File: src/rtl/lfill_pkg.sv
package lfill_pkg;
  typedef enum logic [1:0] {
    ST_IDLE = 2'd0,
    ST_REQ  = 2'd1,
    ST_BEAT = 2'd2,
    ST_DONE = 2'd3
  } fill_state_e;
endpackage

File: src/rtl/lfill_seq.sv
module lfill_seq
  import lfill_pkg::*;
#(
  parameter int BEATS = 4,
  localparam int IDX_W = (BEATS > 1) ? $clog2(BEATS) : 1
) (
  input  logic             clk,
  input  logic             rst_n,
  input  logic             miss_fire,
  input  logic             req_fire,
  input  logic             beat_fire,
  output fill_state_e      state,
  output logic [IDX_W-1:0] beat_cnt
);
  localparam logic [IDX_W-1:0] LAST = IDX_W'(BEATS - 1);

  always_ff @(posedge clk or negedge rst_n) begin
    if (!rst_n) begin
      state    <= ST_IDLE;
      beat_cnt <= '0;
    end else begin
      unique case (state)
        ST_IDLE: if (miss_fire) state <= ST_REQ;
        ST_REQ: if (req_fire) begin
          state    <= ST_BEAT;
          beat_cnt <= '0;
        end
        ST_BEAT: if (beat_fire) begin
          beat_cnt <= beat_cnt + 1'b1;
          if (beat_cnt == LAST) state <= ST_DONE;
        end
        ST_DONE: state <= ST_IDLE;
        default: state <= ST_IDLE;
      endcase
    end
  end
endmodule

File: src/rtl/lfill_idx.sv
module lfill_idx #(
  parameter int ADDR_W = 32,
  parameter int BOFF   = 3,
  parameter int IDX_W  = 2
) (
  input  logic              clk,
  input  logic              rst_n,
  input  logic              capture,
  input  logic [ADDR_W-1:0] miss_addr,
  input  logic [IDX_W-1:0]  beat_cnt,
  output logic [ADDR_W-1:0] req_addr,
  output logic [IDX_W-1:0]  slot
);
  logic [ADDR_W-1:0] addr_q;

  always_ff @(posedge clk or negedge rst_n) begin
    if (!rst_n) addr_q <= '0;
    else if (capture) addr_q <= miss_addr;
  end

  always_comb begin
    req_addr = addr_q;
    req_addr[BOFF-1:0] = '0;
    slot = addr_q[BOFF +: IDX_W] + beat_cnt;
  end
endmodule

File: src/rtl/lfill_linebuf.sv
module lfill_linebuf #(
  parameter int BUS_W = 64,
  parameter int BEATS = 4,
  localparam int IDX_W = (BEATS > 1) ? $clog2(BEATS) : 1
) (
  input  logic                   clk,
  input  logic                   rst_n,
  input  logic                   we,
  input  logic [IDX_W-1:0]       idx,
  input  logic [BUS_W-1:0]       din,
  output logic [BUS_W*BEATS-1:0] line
);
  for (genvar g = 0; g < BEATS; g++) begin : g_slot
    logic [BUS_W-1:0] slot_q;
    always_ff @(posedge clk or negedge rst_n) begin
      if (!rst_n) slot_q <= '0;
      else if (we && idx == IDX_W'(g)) slot_q <= din;
    end
    assign line[g*BUS_W +: BUS_W] = slot_q;
  end
endmodule

File: src/rtl/line_fill_ctrl.sv
module line_fill_ctrl
  import lfill_pkg::*;
#(
  parameter int ADDR_W     = 32,
  parameter int WORD_W     = 32,
  parameter int LINE_WORDS = 8,
  parameter int BUS_W      = 64,
  localparam int BEATS     = LINE_WORDS * WORD_W / BUS_W,
  localparam int IDX_W     = (BEATS > 1) ? $clog2(BEATS) : 1,
  localparam int LINE_BITS = BUS_W * BEATS
) (
  input  logic                 clk,
  input  logic                 rst_n,
  input  logic                 miss_valid,
  output logic                 miss_ready,
  input  logic [ADDR_W-1:0]    miss_addr,
  output logic                 bus_req_valid,
  input  logic                 bus_req_ready,
  output logic [ADDR_W-1:0]    bus_req_addr,
  input  logic                 beat_valid,
  output logic                 beat_ready,
  input  logic [BUS_W-1:0]     beat_data,
  output logic                 wr_en,
  output logic [IDX_W-1:0]     wr_idx,
  output logic [BUS_W-1:0]     wr_data,
  output logic                 crit_valid,
  output logic [BUS_W-1:0]     crit_data,
  output logic                 busy,
  output logic                 fill_done,
  output logic [LINE_BITS-1:0] line_data
);
  localparam int BOFF = $clog2(BUS_W / 8);

  fill_state_e      state;
  logic [IDX_W-1:0] beat_cnt;
  logic             miss_fire, req_fire, beat_fire;

  assign miss_ready    = (state == ST_IDLE);
  assign busy          = (state != ST_IDLE);
  assign bus_req_valid = (state == ST_REQ);
  assign beat_ready    = (state == ST_BEAT);
  assign fill_done     = (state == ST_DONE);

  assign miss_fire = miss_valid & miss_ready;
  assign req_fire  = bus_req_valid & bus_req_ready;
  assign beat_fire = beat_valid & beat_ready;

  assign wr_en      = beat_fire;
  assign wr_data    = beat_data;
  assign crit_valid = beat_fire && (beat_cnt == '0);
  assign crit_data  = beat_data;

  lfill_seq #(.BEATS(BEATS)) u_seq (
    .clk       (clk),
    .rst_n     (rst_n),
    .miss_fire (miss_fire),
    .req_fire  (req_fire),
    .beat_fire (beat_fire),
    .state     (state),
    .beat_cnt  (beat_cnt)
  );

  lfill_idx #(.ADDR_W(ADDR_W), .BOFF(BOFF), .IDX_W(IDX_W)) u_idx (
    .clk       (clk),
    .rst_n     (rst_n),
    .capture   (miss_fire),
    .miss_addr (miss_addr),
    .beat_cnt  (beat_cnt),
    .req_addr  (bus_req_addr),
    .slot      (wr_idx)
  );

  lfill_linebuf #(.BUS_W(BUS_W), .BEATS(BEATS)) u_buf (
    .clk   (clk),
    .rst_n (rst_n),
    .we    (wr_en),
    .idx   (wr_idx),
    .din   (wr_data),
    .line  (line_data)
  );
endmodule

File: config.mk
export PLATFORM = sky130hd
export DESIGN_NAME = line_fill_ctrl
export DESIGN_NICKNAME = d
export VERILOG_FILES = /design/src/rtl/lfill_pkg.sv /design/src/rtl/lfill_seq.sv /design/src/rtl/lfill_idx.sv /design/src/rtl/lfill_linebuf.sv /design/src/rtl/line_fill_ctrl.sv
export SDC_FILE = /design/constraint.sdc
export NUM_CORES = 1
export LEC_CHECK = 0
export BUFFER_PORTS_ARGS = -buffer_cell sky130_fd_sc_hd__buf_4
export CAP_MARGIN = 10
export CORE_AREA = 2 2 203 205
export DETAILED_ROUTE_END_ITERATION = 10
export DIE_AREA = 0 0 205 207
export PLACE_DENSITY_LB_ADDON = 0.1
export RECOVER_POWER = 50
export SLEW_MARGIN = 25
export SYNTH_ARGS = -nofsm -noshare
export SYNTH_HDL_FRONTEND = slang
export SYNTH_SLANG_ARGS = --single-unit
export TNS_END_PERCENT = 10
File: constraint.sdc
create_clock -name clk -period 2.4 [get_ports clk]
set_input_delay 0.12 -clock clk [delete_from_list [all_inputs] [get_ports clk]]
set_output_delay 0.12 -clock clk [all_outputs]
set_load 0.01 [all_outputs]
# After elaboration in Yosys (flattened, before gate mapping)

Cells that the tools add are included.

Flip-flop bits (word level): 292
Input bits: 101
Output and inout port bits: 425

Add/subtract/negate cells: 2
Equality and inequality tests: 11
Multiplexer cells: 8
Bitwise logic cells: 3
Reduce and logical (&&, ||, !) cells: 12

Operators with widths:

| operator            | number |
|---|---|
| $mux 2              | 6 |
| $eq 2x2->1 const B  | 5 |
| $ne 2x1->1 const B  | 4 |
| $pmux 2 s4          | 1 |
| $logic_not 2->1     | 3 |
| $logic_and 1x1->1   | 5 |
| $eq 2x1->1 const B  | 2 |
| $pmux 2 s2          | 1 |
| $reduce_and 4->1    | 1 |
| $reduce_bool 2->1   | 2 |
| $and 1x1->1         | 3 |
| $reduce_and 3->1    | 1 |
| $add 2x1->2 const B | 1 |
| $add 2x2->2         | 1 |

# Logic depth before layout (Yosys ltp)

Depth after elaboration: 4
Depth in mapped cells: 7

# Modules after synthesis

From an unflattened synthesis, not the netlist that was laid out.

Cell total of the unflattened synthesis: 775
Area total of the unflattened synthesis: 12,076.6 um^2

By module, submodules not included:

| module         | times used | cells an instance | area each (um^2) | seq. area each (um^2) |
|---|---|---|---|---|
| lfill_linebuf  | 1          | 543               | 9,581.7          | 6,406.1 |
| lfill_idx      | 1          | 67                | 1,179.9          | 725.7 |
| line_fill_ctrl | 1          | 137               | 1,021.0          | 0.0 |
| lfill_seq      | 1          | 28                | 294.0            | 100.1 |

# Least setup slack after synthesis

Ideal clock, no wire load.

Kind: register to register
From: register u_seq.state[0]
To: register u_idx.addr_q[21]
Library setup time: 0.125 ns
Data arrival time: 1.868 ns
Path slack: 0.407 ns
Cell stages (with the launch flop): 7
Path buffers: 2
Cells stage by stage: dfrtp_1 > inv_1 > ha_1 > nand2_1 > clkbuf_1 > buf_1 > mux2_2

Cells in the longest elaborated chain, start to end: 2

RTL lines:

| item                   | line                 | RTL |
|---|---|---|
| from (decl)            | lfill_seq.sv:12      | `output fill_state_e state,` |
| from (signal assigned) | lfill_seq.sv:19      | `state <= ST_IDLE;` |
| from (signal assigned) | lfill_seq.sv:23      | `ST_IDLE: if (miss_fire) state <= ST_REQ;` |
| from (signal assigned) | lfill_seq.sv:25      | `state <= ST_BEAT;` |
| $logic_not 2->1        | line_fill_ctrl.sv:38 | `assign miss_ready = (state == ST_IDLE);` |
| via miss_ready         | line_fill_ctrl.sv:15 | `output logic miss_ready,` |
| $and 1x1->1            | line_fill_ctrl.sv:44 | `assign miss_fire = miss_valid & miss_ready;` |
| to (signal assigned)   | lfill_idx.sv:18      | `else if (capture) addr_q <= miss_addr;` |
| to (decl)              | lfill_idx.sv:14      | `logic [ADDR_W-1:0] addr_q;` |

The timed path passes the listed nets, and every way through them passes these cells.
A chain may end at the register's enable or synchronous reset.

# Worst setup path in the final report

From: register u_idx.addr_q[3]
To: register u_buf.g_slot[2].slot_q[6]

Cells in the longest elaborated chain, start to end: 3

RTL lines:

| item                 | line                | RTL |
|---|---|---|
| $add 2x2->2          | lfill_idx.sv:24     | `slot = addr_q[BOFF +: IDX_W] + beat_cnt;` |
| $eq 2x2->1           | lfill_linebuf.sv:17 | `else if (we && idx == IDX_W'(g)) slot_q <= din;` |
| $logic_and 1x1->1    | lfill_linebuf.sv:17 |  |
| to (signal assigned) | lfill_linebuf.sv:17 |  |
| to (decl)            | lfill_linebuf.sv:14 | `logic [BUS_W-1:0] slot_q;` |

Every way passes these cells.

==> results.py <==
metrics = {
    "run_status": {
        "status": "finished, violations left",
        "violations": "max-capacitance violations, max-slew violations",
    },
    "worst_setup_path": {
        "worstPathArrival_ns": 2.50,
        "rr_startpoint": "u_idx.addr_q[3]",
        "critPathCaptureType": "flop",
        "worstPathMaxFanout": 39,
        "cp_data_required_time_ns": 2.80,
        "worst_setup_path_start_kind": "flop",
        "path_class": "reg2reg",
        "cp-startpoint": "u_idx.addr_q[3]",
    },
    "placed_design": {
        "hpwl_um": 23420,
        "placed_cells": 1683,
        "portBuffers": 519,
        "gp_congestion": 0.6929,
        "place_area_um2": 15620,
    },
    "routing": {
        "ant_nets": 0,
        "wirelength_um": 34530,
        "dr.pass1.iters": 4,
        "drcViolationCount": 0,
        "routed_via_density": 4.278,
        "wl_per_cell_um": 18.81,
        "drt_first_iter_violations": 244,
        "vias": 7855,
    },
    "final_layout": {
        "drive_above_1_share": 0.5061,
        "layout_commonest_cell": "buf_4",
        "diodes": 0,
        "area_growth_pct": 41.46,
        "instances_no_fill": 1836,
        "final_cell_mix": "buf_4, dfrtp_1, mux2_2, clkbuf_1, dlygate4sd3_1",
        "finalInstanceArea_um2": 16810,
        "nets": 1392,
    },
    "global_routing": {
        "antenna_found_initial": 0,
        "grt_pass1_wl_um": 51600,
        "grt_use_total": 0.1594,
        "use_met2": 0.2717,
        "grt_max_degree": 59,
        "gr-usage-met1": 0.1882,
        "grt_overflow": 0,
        "busiest_layer": "met2",
        "grt_pass1_vias": 8169,
        "use_met3": 0.05176,
    },
    "sta": {
        "period_minus_slack_ns": 2.103,
        "max_freq_mhz": 475.5,
        "maxSlewViolCount": 58,
        "skew_ns": 0.01541,
        "worst_pin_slew_ns": 1.654,
        "finalCritPeriodShare": 0.8762,
        "final_hold_viol_count": 0,
        "setup_viol": 0,
        "rsz0062_at_grt": "false",
        "slew_headroom": -0.1025,
        "fin_setup_tns_ns": 0,
        "hold-worst-slack_ns": 0.1504,
    },
    "power": {
        "ir_worst_vdd_uv": 574.9,
        "power_density_nw_per_um2": 1372,
        "power_leakage_nw": 7.631,
        "total_power_w": 0.02306,
    },
    "floorplan": {
        "die_h_um": 207,
        "io_pins": 526,
        "die_w_um": 205,
        "dieArea_um2": 42440,
        "core_area_um2": 40370,
        "core.rowCount": 74,
        "initial_utilization": 0.2944,
    },
    "synthesis": {
        "ys_ff_latch": 289,
        "ys_warn_count": 0,
        "avgSynthCellArea_um2": 15.41,
        "yosys.area.top_type_share": 0.6086,
        "ys_seq_area_frac": 0.6086,
        "syn_inst": 771,
        "yosysUniqueCellTypes": 24,
        "yosys.area.top_type": "dfrtp_1",
        "synthTopCellsByArea": "dfrtp_1, mux2_2, buf_4",
        "syn_area_um2": 11880,
    },
    "clock_tree": {
        "cts_sinks": 289,
        "clk_latency_ns": 0.53,
        "cts_max_level": 2,
        "cts_setup_buffers": 0,
        "cts_buffers": 35,
        "cts_tree": "yes",
        "clkSlewWorstSetupHoldPaths_ns": 0.06,
        "cts_root_buf": "clkbuf_16",
        "cts_buffer_depth": 3,
        "cts_resized": 0,
        "cts_hold_buf": 95,
    },
    "min_path": {
        "min_from": "miss_valid",
        "worstHoldPathType": "in2reg",
    },
    "run": {
        "max_cap_viol_count": 1,
    },
}
[metal layers]
layer / routed length [µm] / vias to the layer above
li1: - / 3546
met5: 0 / -
met3: 2944 / 40
met2: 16960 / 316
met1: 13880 / 3953
met4: 747 / 0
[final cells by class]
class / count / area, µm²
clock inverters: 6 / 45.04
inverters: 7 / 26.28
flip-flops and latches: 289 / 7232
repair buffers: 633 / 4319
fillers: 3965 / 23560
well taps: 532 / 665.6
multi-input cells: 317 / 3510
clock buffers: 52 / 1011
[critical path: stages, from the launching register on]
cell and delay, ns:
dfrtp_1 0.39, ha_1 0.21, xor3_2 0.31, nor3b_2 0.33, buf_12 0.28, mux2_2 0.38
[synthesized netlist by cell type]
| master | number |
|---|---|
| buf_4 | 137 |
| nor3b_1 | 1 |
| mux2_2 | 281 |
| nor3_4 | 1 |
| dfrtp_1 | 289 |
| and3_1 | 1 |
| ha_1 | 8 |
| o211ai_1 | 1 |
| clkbuf_1 | 2 |
| mux2i_1 | 2 |
| xor3_2 | 1 |
| nand3_1 | 1 |
| o21ai_0 | 1 |
| buf_2 | 20 |
| inv_1 | 7 |
| o2111a_1 | 1 |
| conb_1 | 1 |
| o32a_1 | 1 |
| nand2_1 | 4 |
| mux2_1 | 5 |
| nor2b_1 | 1 |
| nand2b_1 | 3 |
| buf_1 | 1 |
| nor2_2 | 1 |
[report_power, final]
part	switching, W	internal, W	total [W]
registers	0.00120	0.00731	0.00851
logic	0.00438	0.00522	0.00960
clock network	0.00204	0.00291	0.00495
total	0.00762	0.0154	0.0231
[flip-flops by register name, indices dropped and copies added, names as in the netlist]
| signal | cells |
|---|---|
| u_buf.g_slot.slot_q | 256 |
| u_idx.addr_q | 29 |
| u_seq.beat_cnt | 2 |
| u_seq.state | 2 |
[final timing paths]
check	endpoint	cells past startpoint	slack (ns)
worst min register to register	u_buf.g_slot[0].slot_q[39]	1	0.49
max in group asynchronous	u_buf.g_slot[2].slot_q[1]	3	0.50
worst max-delay path	u_buf.g_slot[2].slot_q[6]	5	0.30
worst max register to register	u_buf.g_slot[2].slot_q[6]	5	0.30
min in group asynchronous	u_buf.g_slot[3].slot_q[53]	2	0.55
worst min-delay path	u_seq.state[1]	4	0.15
[kinds of logic (layout without fill, tap and decap cells)]
| kind of cell | after synthesis | after routing | share of synthesized area |
|---|---|---|---|
| other | 1 | 3 | 0.0003156 |
| XOR/XNOR | 1 | 1 | 0.002106 |
| AND/OR/NAND/NOR | 13 | 13 | 0.006845 |
| adder cells (fa/ha/maj) | 8 | 8 | 0.008424 |
| multiplexers | 288 | 288 | 0.2727 |
| flip-flops | 289 | 289 | 0.6086 |
| AO/OA/AOI/OAI | 4 | 4 | 0.002843 |
| buffers and inverters | 167 | 698 | 0.09814 |
[stage by stage]
step / worst slack, ns / utilization
floorplan: 0.4073 / -
global placement: 0.2911 / 0.3869
detailed placement: 0.2880 / 0.3869
CTS: 0.2430 / 0.4366
global route: 0.1069 / 0.4164
finish: 0.2971 / 0.4164
Note: power is estimated with default switching activity, not from simulation.
